File: src/rtl/swk_pkg.sv
package swk_pkg;
  typedef enum logic [1:0] {
    ST_AWAKE  = 2'd0,
    ST_PEND   = 2'd1,
    ST_SLEEP  = 2'd2,
    ST_WAKING = 2'd3
  } pm_state_t;

  localparam int PD_LANES = 4;
  localparam int PD_TX    = 0;
  localparam int PD_RX    = 1;
  localparam int PD_PLL   = 2;
  localparam int PD_PA    = 3;
endpackage

File: src/rtl/swk_sync.sv
module swk_sync #(
  parameter int STAGES = 2
) (
  input  logic clk,
  input  logic rst,
  input  logic d,
  output logic q
);
  localparam int TOP = STAGES - 1;
  logic [TOP:0] chain;

  always_ff @(posedge clk) begin
    if (rst) chain <= '0;
    else     chain <= {chain[TOP-1:0], d};
  end

  assign q = chain[TOP];
endmodule

File: src/rtl/swk_fsm.sv
module swk_fsm
  import swk_pkg::*;
#(
  parameter int CNT_W = 4
) (
  input  logic             clk,
  input  logic             rst,
  input  logic             wake_act,
  input  logic             sleep_ok,
  input  logic [CNT_W-1:0] settle_cycles,
  output pm_state_t        st_nxt
);
  pm_state_t        st_q;
  logic [CNT_W-1:0] wait_q;
  logic             go_sleep;
  logic             settled;

  assign go_sleep = sleep_ok && !wake_act;
  assign settled  = (wait_q >= settle_cycles);

  always_comb begin
    st_nxt = st_q;
    unique case (st_q)
      ST_AWAKE:  if (go_sleep)  st_nxt = ST_PEND;
      ST_PEND:   st_nxt = go_sleep ? ST_SLEEP : ST_AWAKE;
      ST_SLEEP:  if (!go_sleep) st_nxt = ST_WAKING;
      ST_WAKING: if (settled)   st_nxt = ST_AWAKE;
      default:   st_nxt = ST_SLEEP;
    endcase
  end

  always_ff @(posedge clk) begin
    if (rst) begin
      st_q   <= ST_SLEEP;
      wait_q <= '0;
    end else begin
      st_q <= st_nxt;
      if (st_q != ST_WAKING)  wait_q <= '0;
      else if (!settled)      wait_q <= wait_q + 1'b1;
    end
  end
endmodule

File: src/rtl/swk_attn.sv
module swk_attn (
  input  logic clk,
  input  logic rst,
  input  logic attn_set,
  input  logic attn_clr,
  input  logic wake_act,
  input  logic cfg_hw_act_hi,
  output logic host_wake_out
);
  logic pend_q;
  logic pend_nxt;

  // a new request beats any clear in the same cycle
  assign pend_nxt = attn_set | (pend_q & ~attn_clr & ~wake_act);

  always_ff @(posedge clk) begin
    if (rst) begin
      pend_q        <= 1'b0;
      host_wake_out <= ~cfg_hw_act_hi;
    end else begin
      pend_q        <= pend_nxt;
      host_wake_out <= ~(pend_nxt ^ cfg_hw_act_hi);
    end
  end
endmodule

File: src/rtl/swk_outs.sv
module swk_outs
  import swk_pkg::*;
(
  input  logic                clk,
  input  logic                rst,
  input  pm_state_t           st_nxt,
  input  logic                peer_clk_need,
  input  logic [PD_LANES-1:0] cfg_pd_en,
  output logic                ref_clk_req,
  output logic [PD_LANES-1:0] radio_pd
);
  logic force_off;
  logic asleep;

  assign asleep    = (st_nxt == ST_SLEEP);
  assign force_off = asleep || (st_nxt == ST_WAKING);

  always_ff @(posedge clk) begin
    if (rst) ref_clk_req <= 1'b0;
    else     ref_clk_req <= peer_clk_need | ~asleep;
  end

  for (genvar g = 0; g < PD_LANES; g++) begin : g_lane
    always_ff @(posedge clk) begin
      if (rst) radio_pd[g] <= 1'b1;
      else     radio_pd[g] <= force_off | cfg_pd_en[g];
    end
  end
endmodule

File: src/rtl/swk_ctrl.sv
module swk_ctrl
  import swk_pkg::*;
#(
  parameter int CNT_W       = 4,
  parameter int SYNC_STAGES = 2
) (
  input  logic                clk,
  input  logic                rst,
  input  logic                dev_wake_in,
  input  logic                cfg_dw_act_hi,
  input  logic                cfg_hw_act_hi,
  input  logic                sleep_ok,
  input  logic                attn_set,
  input  logic                attn_clr,
  input  logic                peer_clk_need,
  input  logic [PD_LANES-1:0] cfg_pd_en,
  input  logic [CNT_W-1:0]    settle_cycles,
  output logic                host_wake_out,
  output logic                ref_clk_req,
  output logic [PD_LANES-1:0] radio_pd
);
  logic      dw_sync;
  logic      wake_act;
  pm_state_t st_nxt;

  swk_sync #(.STAGES(SYNC_STAGES)) u_sync (
    .clk(clk), .rst(rst), .d(dev_wake_in), .q(dw_sync)
  );

  assign wake_act = cfg_dw_act_hi ? dw_sync : ~dw_sync;

  swk_fsm #(.CNT_W(CNT_W)) u_fsm (
    .clk(clk), .rst(rst), .wake_act(wake_act), .sleep_ok(sleep_ok),
    .settle_cycles(settle_cycles), .st_nxt(st_nxt)
  );

  swk_attn u_attn (
    .clk(clk), .rst(rst), .attn_set(attn_set), .attn_clr(attn_clr),
    .wake_act(wake_act), .cfg_hw_act_hi(cfg_hw_act_hi),
    .host_wake_out(host_wake_out)
  );

  swk_outs u_outs (
    .clk(clk), .rst(rst), .st_nxt(st_nxt), .peer_clk_need(peer_clk_need),
    .cfg_pd_en(cfg_pd_en), .ref_clk_req(ref_clk_req), .radio_pd(radio_pd)
  );
endmodule

File: config.mk
export PLATFORM = sky130hd
export DESIGN_NAME = swk_ctrl
export DESIGN_NICKNAME = d
export VERILOG_FILES = /design/src/rtl/swk_pkg.sv /design/src/rtl/swk_sync.sv /design/src/rtl/swk_fsm.sv /design/src/rtl/swk_attn.sv /design/src/rtl/swk_outs.sv /design/src/rtl/swk_ctrl.sv
export SDC_FILE = /design/constraint.sdc
export NUM_CORES = 1
export LEC_CHECK = 0
export ABC_AREA = 1
export BUFFER_PORTS_ARGS = -buffer_cell sky130_fd_sc_hd__buf_2
export CORE_MARGIN = 10
export CORE_UTILIZATION = 40
export DETAILED_ROUTE_END_ITERATION = 10
export GPL_ROUTABILITY_DRIVEN = 0
export GPL_TIMING_DRIVEN = 1
export MAX_ROUTING_LAYER = met4
export SETUP_SLACK_MARGIN = 0.15
export SYNTH_ARGS = -nofsm -noshare
export SYNTH_HDL_FRONTEND = slang
export SYNTH_SLANG_ARGS = --single-unit
File: constraint.sdc
create_clock -name clk -period 1.6 [get_ports clk]
set_input_delay 0.24 -clock clk [delete_from_list [all_inputs] [get_ports clk]]
set_output_delay 0.24 -clock clk [all_outputs]
set_load 0.02 [all_outputs]
After elaboration in Yosys (flattened, before gate mapping)

Index checks and enable logic that the tools add are counted.
W data, S select, Z words.

Multiplexer cells: 7
Reduce and logical (&&, ||, !) cells: 5
Add/subtract/negate cells: 1
Magnitude comparators: 1
Equality and inequality tests: 6
Bitwise operators: 15

Operator list:

| operator              | number |
|---|---|
| $eq A2 B2 Y1 const B  | 4 |
| $mux W2               | 4 |
| $pmux W2 S4           | 1 |
| $not A1 Y1            | 6 |
| $or A1 B1 Y1          | 6 |
| $add A4 B1 Y4 const B | 1 |
| $ge A4 B4 Y1          | 1 |
| $and A1 B1 Y1         | 2 |
| $eq A2 B1 Y1 const B  | 1 |
| $logic_not A2 Y1      | 1 |
| $mux W1               | 2 |
| $ne A2 B2 Y1 const B  | 1 |
| $reduce_or A2 Y1      | 1 |
| $logic_and A1 B1 Y1   | 1 |
| $logic_not A1 Y1      | 1 |
| $logic_or A1 B1 Y1    | 1 |
| $xor A1 B1 Y1         | 1 |

Logic and storage cells: 45
Input bits: 17
Output and inout port bits: 6
Bits in registers: 15

Logic depth before layout (Yosys ltp)

Gate-level depths: netlist (run 1).

Word-level depth: 9
Depth in mapped cells: 10
Mapped depth without buffers: 10

Cells and area by module

Synthesis (run 1) repeated with hierarchy kept, for this count alone.

Cell total of the unflattened synthesis: 112
Area, all modules: 773.2 um^2

Modules (own cells, without submodules):

| module   | times used | area an instance (um^2) | sequential area each (um^2) | cells each |
|---|---|---|---|---|
| swk_fsm  | 1          | 441.7                   | 120.1                       | 67 |
| swk_outs | 1          | 160.2                   | 100.1                       | 20 |
| swk_attn | 1          | 97.6                    | 40.0                        | 14 |
| swk_sync | 1          | 55.1                    | 40.0                        | 6 |
| swk_ctrl | 1          | 18.8                    | 0.0                         | 5 |

Worst setup path before layout (run 1)

No wires, ideal clock.

Path kind: register -> register
Start: register u_fsm.wait_q[3]
End: register u_outs.ref_clk_req
Buffers on the path: 0
Period minus slack after synthesis: 1244 ps
Required time: 1488 ps
Setup time: 112 ps
Data arrival time: 1132 ps
Path slack: 356 ps
Cell stages (with the launch flop): 9
Path through: dfxtp_1 ha_1 nand2_2 inv_4 nand2_4 nand4_4 nand3_2 nand2_1 nand2_1

Word-level cells in the longest chain between the ends: 6

RTL lines:

| item                   | RTL line       | text |
|---|---|---|
| start, declared        | swk_fsm.sv:14  | `logic [CNT_W-1:0] wait_q;` |
| start signal, assigned | swk_fsm.sv:39  | `else if (!settled) wait_q <= wait_q + 1'b1;` |
| $ge A4 B4 Y1           | swk_fsm.sv:19  | `assign settled = (wait_q >= settle_cycles);` |
| $mux W2                | swk_fsm.sv:27  | `ST_WAKING: if (settled) st_nxt = ST_AWAKE;` |
| $pmux W2 S4            | swk_fsm.sv:23  | `unique case (st_q)` |
| $eq A2 B2 Y1           | swk_outs.sv:15 | `assign asleep = (st_nxt == ST_SLEEP);` |
| $not A1 Y1             | swk_outs.sv:20 | `else ref_clk_req <= peer_clk_need \| ~asleep;` |
| $or A1 B1 Y1           | swk_outs.sv:20 |  |
| end signal, assigned   | swk_outs.sv:20 |  |
| end, declared          | swk_outs.sv:9  | `output logic ref_clk_req,` |

Every way passes these cells.
A chain may end at the register's enable or synchronous reset.

Worst setup path after layout (run 1)

Ends and elaborated chain as after synthesis.

==> impl_metrics.toml, run 1 <==
[power]
finalPower_mw = 0.815
pwr-share-comb = 0.235
p_sw_frac = 0.296
internal-power_mw = 0.573
pwr-share-seq = 0.513
p_leak_nw = 0.525
irDropWorstVdd_mv = 0.649
clkPwrFrac = 0.252
switchingPower_mw = 0.241
powerDensity_mw_per_mm2 = 857

[clocking]
cts_tree = "yes"
cts_inserted_buffers = 3
clk_pin_slew_worst_paths_ns = 0.08
cts_root_buf = "clkbuf_4"
htree_levels = 1
clock_path_buffers = 2
clk-insertion-delay-late_ns = 0.27
cts_sinks = 15

[final_layout]
fin_area_um2 = 951
final_cell_mix = "nand2_1 (24), buf_2 (22), inv_1 (21)"
fin_cells = 150
final_common_cell = "nand2_1"
num_antenna_cells = 0
nets = 148
area_delta_synth_final_pct = 21.6
fill_cells = 171
drive_above_1_share = 0.320

[logic_synthesis]
syn_area_um2 = 782
ys_ff_latch = 15
yosysSeqAreaShare = 0.384
synth_fp_nets = 121
synth_cell_types = 22
synth_cells = 99
yosys_warnings = 0
syn_area_per_cell_um2 = 7.90

[routing]
vias_per_cell = 4.25
num_vias = 637
drt_iter0_markers = 8
antenna_left = 0
drc = 0
wl_per_cell_um = 9.42
dr.pass1.iters = 4
detail_route.wirelength_um = 1410

[worst_setup_path]
worstReg2RegStart = "u_fsm.wait_q[3]"
path_class = "flip-flop to flip-flop"
startpoint_type = "flip-flop"
cp.required_ns = 1.78
crit_start = "u_fsm.wait_q[3]"
cp-end-kind = "flip-flop"
cp_slowest_cell = "dfxtp_1"
crit_chain = "ha_1 -> a21oi_4 -> nand4_4 -> nand3_2 -> nand2_1"
worst-path-buf-inv = 0
slowest_delay_ns = 0.34
critPathArrivalTime_ns = 1.49
path_max_fanout = 7
path_delay_family = "flip-flops"

[worst_hold_path]
min_from = "cfg_pd_en[0]"
hp-class = "primary input to flip-flop"

[place]
dp_cells = 146
dpl.hpwl_um = 1210
port_buffers = 22
dpl_cell_area_um2 = 923

[grt]
grt_pass1_vias = 572
grt_max_degree = 9
grt_overflow = 0
antenna_found_initial = 0
grt_pass1_wl_um = 2480
grt.total_usage = 0.0751

[job]
maxCapViolations = 0

[sta]
clock_skew_ns = 0.00301
timing.fmax_mhz = 760
finalHoldViolCount = 0
rsz0062_at_grt = "no"
slew_viol_final = 0
tns_ns = 0
worst_slew_pin_slew_ns = 0.179
hold_ws_ns = 0.158
slew_headroom = 0.880
period_share = 0.822
setup-violations-final = 0
period_needed_ns = 1.32

[run_status]
status = "completed"

[die]
core_mm2 = 0.00178
die_area_mm2 = 0.00412
die_w_um = 64.2
io_pins = 23
die_h_um = 64.2
start_util = 0.439
row_count = 15
==> timing repair <==
action,4_1_cts,5_1_grt
buffers inserted,0,0
setup endpoints to repair,0,3
resized for setup,0,1
hold buffers,0,0
==> cells by family (layout without fill, tap and decap cells) <==
logic type / count (synthesis) / count (layout) / synth area share
AND/OR/NAND/NOR: 44 / 44 / 0.322
adder cells (fa/ha/maj): 5 / 5 / 0.0800
buffers and inverters: 26 / 52 / 0.128
AO/OA/AOI/OAI: 7 / 7 / 0.0640
XOR/XNOR: 2 / 2 / 0.0224
flip-flops: 15 / 15 / 0.384
==> worst register-to-register path: cells and delay by family, from the launching register on <==
family,cells,cell delay (ns)
AOI/OAI and AO/OA,1,0.20
adders and majority gates,1,0.33
and+or+nand+nor,3,0.35
DFF,1,0.34
==> flip-flops by register name, summed over array words and instances, names as in the netlist <==
register / count
u_sync.chain: 2
u_fsm.st_q: 2
u_attn.pend_q: 1
u_outs.ref_clk_req: 1
u_fsm.wait_q: 4
u_outs.radio_pd: 4
u_attn.host_wake_out: 1
==> cells in the mapped netlist <==
library cell,instances,share of area
nand2_1,24,0.12
inv_1,21,0.10
dfxtp_1,15,0.38
a21oi_1,5,0.032
ha_1,5,0.080
nand4_1,5,0.040
nor2_1,4,0.019
inv_2,3,0.014
nand2_4,2,0.029
nand3_1,2,0.013
nand3_2,2,0.026
a21oi_4,1,0.021
a31o_1,1,0.011
clkinv_1,1,0.0048
inv_4,1,0.0080
nand2_2,1,0.0080
nand3_4,1,0.022
nand4_4,1,0.027
nor2_2,1,0.0080
nor2_4,1,0.014
xnor2_1,1,0.011
xor2_1,1,0.011
==> per-layer routing <==
metal  part of all wire  GRT usage
met5                  0          -
met4             0.0085     0.0214
met3              0.066     0.0453
met2               0.46      0.113
met1               0.46     0.0815
==> layout make-up <==
| cell class | count | area, um2 | area share |
|---|---|---|---|
| multi-input cells | 58 | 382 | 0.401 |
| clock buffers | 4 | 26.3 | 0.0276 |
| repair buffers | 22 | 110 | 0.116 |
| inverters | 26 | 100 | 0.105 |
| well taps | 25 | 31.3 | 0.0329 |
| flip-flops and latches | 15 | 302 | 0.317 |
==> power by group through the flow <==
stage | clock network [mW] | logic [mW] | registers (mW)
floorplan | 0 | 0.117 | 0.446
global placement | 0 | 0.192 | 0.426
detailed placement | 0 | 0.194 | 0.427
CTS | 0.218 | 0.195 | 0.418
global route | 0.234 | 0.220 | 0.422
finish | 0.206 | 0.191 | 0.418
==> through the flow <==
step | util | worst slack [ns]
3_5_place_dp | 0.518 | 0.248
2_1_floorplan | - | 0.356
5_1_grt | 0.533 | 0.161
3_3_place_gp | 0.518 | 0.274
4_1_cts | 0.533 | 0.253
6_report | 0.533 | 0.284
==> path summary, 6_finish.rpt <==
path                   endpoint  slack, ns  depth (start not counted)
max          u_outs.ref_clk_req       0.28                          5
min          u_outs.radio_pd[0]       0.16                          3
max reg2reg  u_outs.ref_clk_req       0.28                          5
min reg2reg     u_sync.chain[1]       0.41                          2
No activity file was read; power rests on OpenSTA's default activity.
==> run 2: changes to the inputs <==
Clock period 1.6 ns to 1.3 ns, I/O delays scaled along.
==> impl_metrics.toml, run 2 (synthesis results as in run 1) <==
[power]
p_leak_nw = 0.537
powerDensity_mw_per_mm2 = 991
finalPower_mw = 1.05
irDropWorstVdd_mv = 0.705
internal-power_mw = 0.719
p_sw_frac = 0.314
switchingPower_mw = 0.329
clkPwrFrac = 0.251
pwr-share-comb = 0.264
pwr-share-seq = 0.485

[clocking]
clock_path_buffers = 2
cts_root_buf = "clkbuf_4"
htree_levels = 1
cts_tree = "yes"
cts_sinks = 15
clk_pin_slew_worst_paths_ns = 0.09
clk-insertion-delay-late_ns = 0.28
cts_inserted_buffers = 3

[sta]
period_share = 0.975
period_needed_ns = 1.27
slew_headroom = 0.864
finalHoldViolCount = 0
worst_slew_pin_slew_ns = 0.204
clock_skew_ns = 0.00784
timing.fmax_mhz = 789
setup-violations-final = 0
rsz0062_at_grt = "yes"
tns_ns = 0
slew_viol_final = 0

[worst_hold_path]
hp-class = "primary input to flip-flop"

[die]
die_area_mm2 = 0.00412
core_mm2 = 0.00178
start_util = 0.439
row_count = 15
io_pins = 23
die_w_um = 64.2
die_h_um = 64.2

[grt]
top_usage_layer = "met2"
grt_overflow = 0
antenna_found_initial = 0
use_met3 = 0.0418
grt_max_degree = 9
grt_pass1_wl_um = 2680
grt_util_met2 = 0.129
grt_pass1_vias = 632
use_met1 = 0.0873
grt.total_usage = 0.0826

[final_layout]
fill_cells = 176
register_area_um2 = 313
area_delta_synth_final_pct = 35.2
multi_input_area_um2 = 459
postLayoutCoreUtil = 0.593
drive_above_1_share = 0.465
nets = 150
num_antenna_cells = 0
final_common_cell = "buf_2"
final_cell_mix = "buf_2 (22), inv_1 (20), nand2_1 (19)"
top_regs = "u_fsm.wait_q (4), u_outs.radio_pd (4)"

[worst_setup_path]
worstReg2RegStart = "u_fsm.wait_q[3]"
critPathArrivalTime_ns = 1.45
reg2reg_to = "u_outs.ref_clk_req"
cp-end-kind = "flip-flop"
reg2reg_depth = 8
ff2ff_setup_slack_ns = 0.03
cp-endpoint = "u_outs.ref_clk_req"
crit_start = "u_fsm.wait_q[3]"
cp.required_ns = 1.49
startpoint_type = "flip-flop"
path_max_fanout = 7
path_class = "flip-flop to flip-flop"

[routing]
drt_iter0_markers = 9
num_vias = 663
detail_route.wirelength_um = 1620
drc = 0
dr.pass1.iters = 3
vias_per_cell = 4.36
antenna_left = 0
wl_per_cell_um = 10.7

[place]
port_buffers = 22
dpl.hpwl_um = 1300

[job]
maxCapViolations = 0

[run_status]
status = "completed"
[run 2: repair_timing]
| item | 4_1_cts | 5_1_grt |
|---|---|---|
| buffers inserted | 2 | 0 |
| pin swaps | 12 | 6 |
| endpoints found under the setup margin | 11 | 11 |
| resized for setup | 5 | 7 |
| hold buffers | 0 | 0 |
[run 2: worst min-delay path by stage]
| stage | from | cells past startpoint | slack (ns) | to |
|---|---|---|---|---|
| 6_report | cfg_pd_en[3] | 3 | 0.10 | u_outs.radio_pd[3] |
| 2_1_floorplan | rst | 1 | 0.26 | u_fsm.st_q[0] |
| 3_5_place_dp | cfg_pd_en[1] | 3 | 0.40 | u_outs.radio_pd[1] |
| 4_1_cts | cfg_pd_en[1] | 3 | 0.1 | u_outs.radio_pd[1] |
| 5_1_grt | cfg_hw_act_hi | 3 | 0.10 | u_attn.host_wake_out |
| 3_3_place_gp | u_sync.chain[0] | 2 | 0.39 | u_sync.chain[1] |
[run 2: power by group through the flow]
stage	combinational, mW	clock [mW]	sequential [mW]
3_3_place_gp	0.252	0	0.526
4_1_cts	0.272	0.280	0.512
3_5_place_dp	0.254	0	0.528
6_report	0.277	0.263	0.509
5_1_grt	0.308	0.303	0.514
2_1_floorplan	0.154	0	0.551
[run 2: cell type report]
type | instances | area share
Multi-Input combinational cell | 58 | 0.434
Tap cell | 25 | 0.0296
Inverter | 26 | 0.0970
Sequential cell | 15 | 0.296
Clock buffer | 4 | 0.0249
Timing Repair Buffer | 24 | 0.118
[run 2: stage by stage]
stage,hold slack (ns),instance area [um2],worst slack (ns),std cells
after floorplan,0.264,840,0.131,99
after global placement,0.390,981,0.0220,146
after detailed placement,0.395,981,0.0206,146
after CTS,0.0966,1040,0.0277,152
after global routing,0.101,1060,-0.0280,152
final,0.104,1060,0.0329,152
[run 2: critical path: stages (launching register included)]
cell     delay, ns
dfxtp_4       0.36
ha_4          0.28
nand2_2       0.07
inv_4         0.08
nand2_4       0.07
nand4_4       0.15
nand3_2       0.07
nand2_1       0.06
nand2_1       0.04
[run 2: routing by layer]
metal  share of wire  vias to the layer above
met5               0                        -
met4          0.0086                        0
met3           0.065                        2
met2            0.47                       18
met1            0.45                      280
li1                -                      363
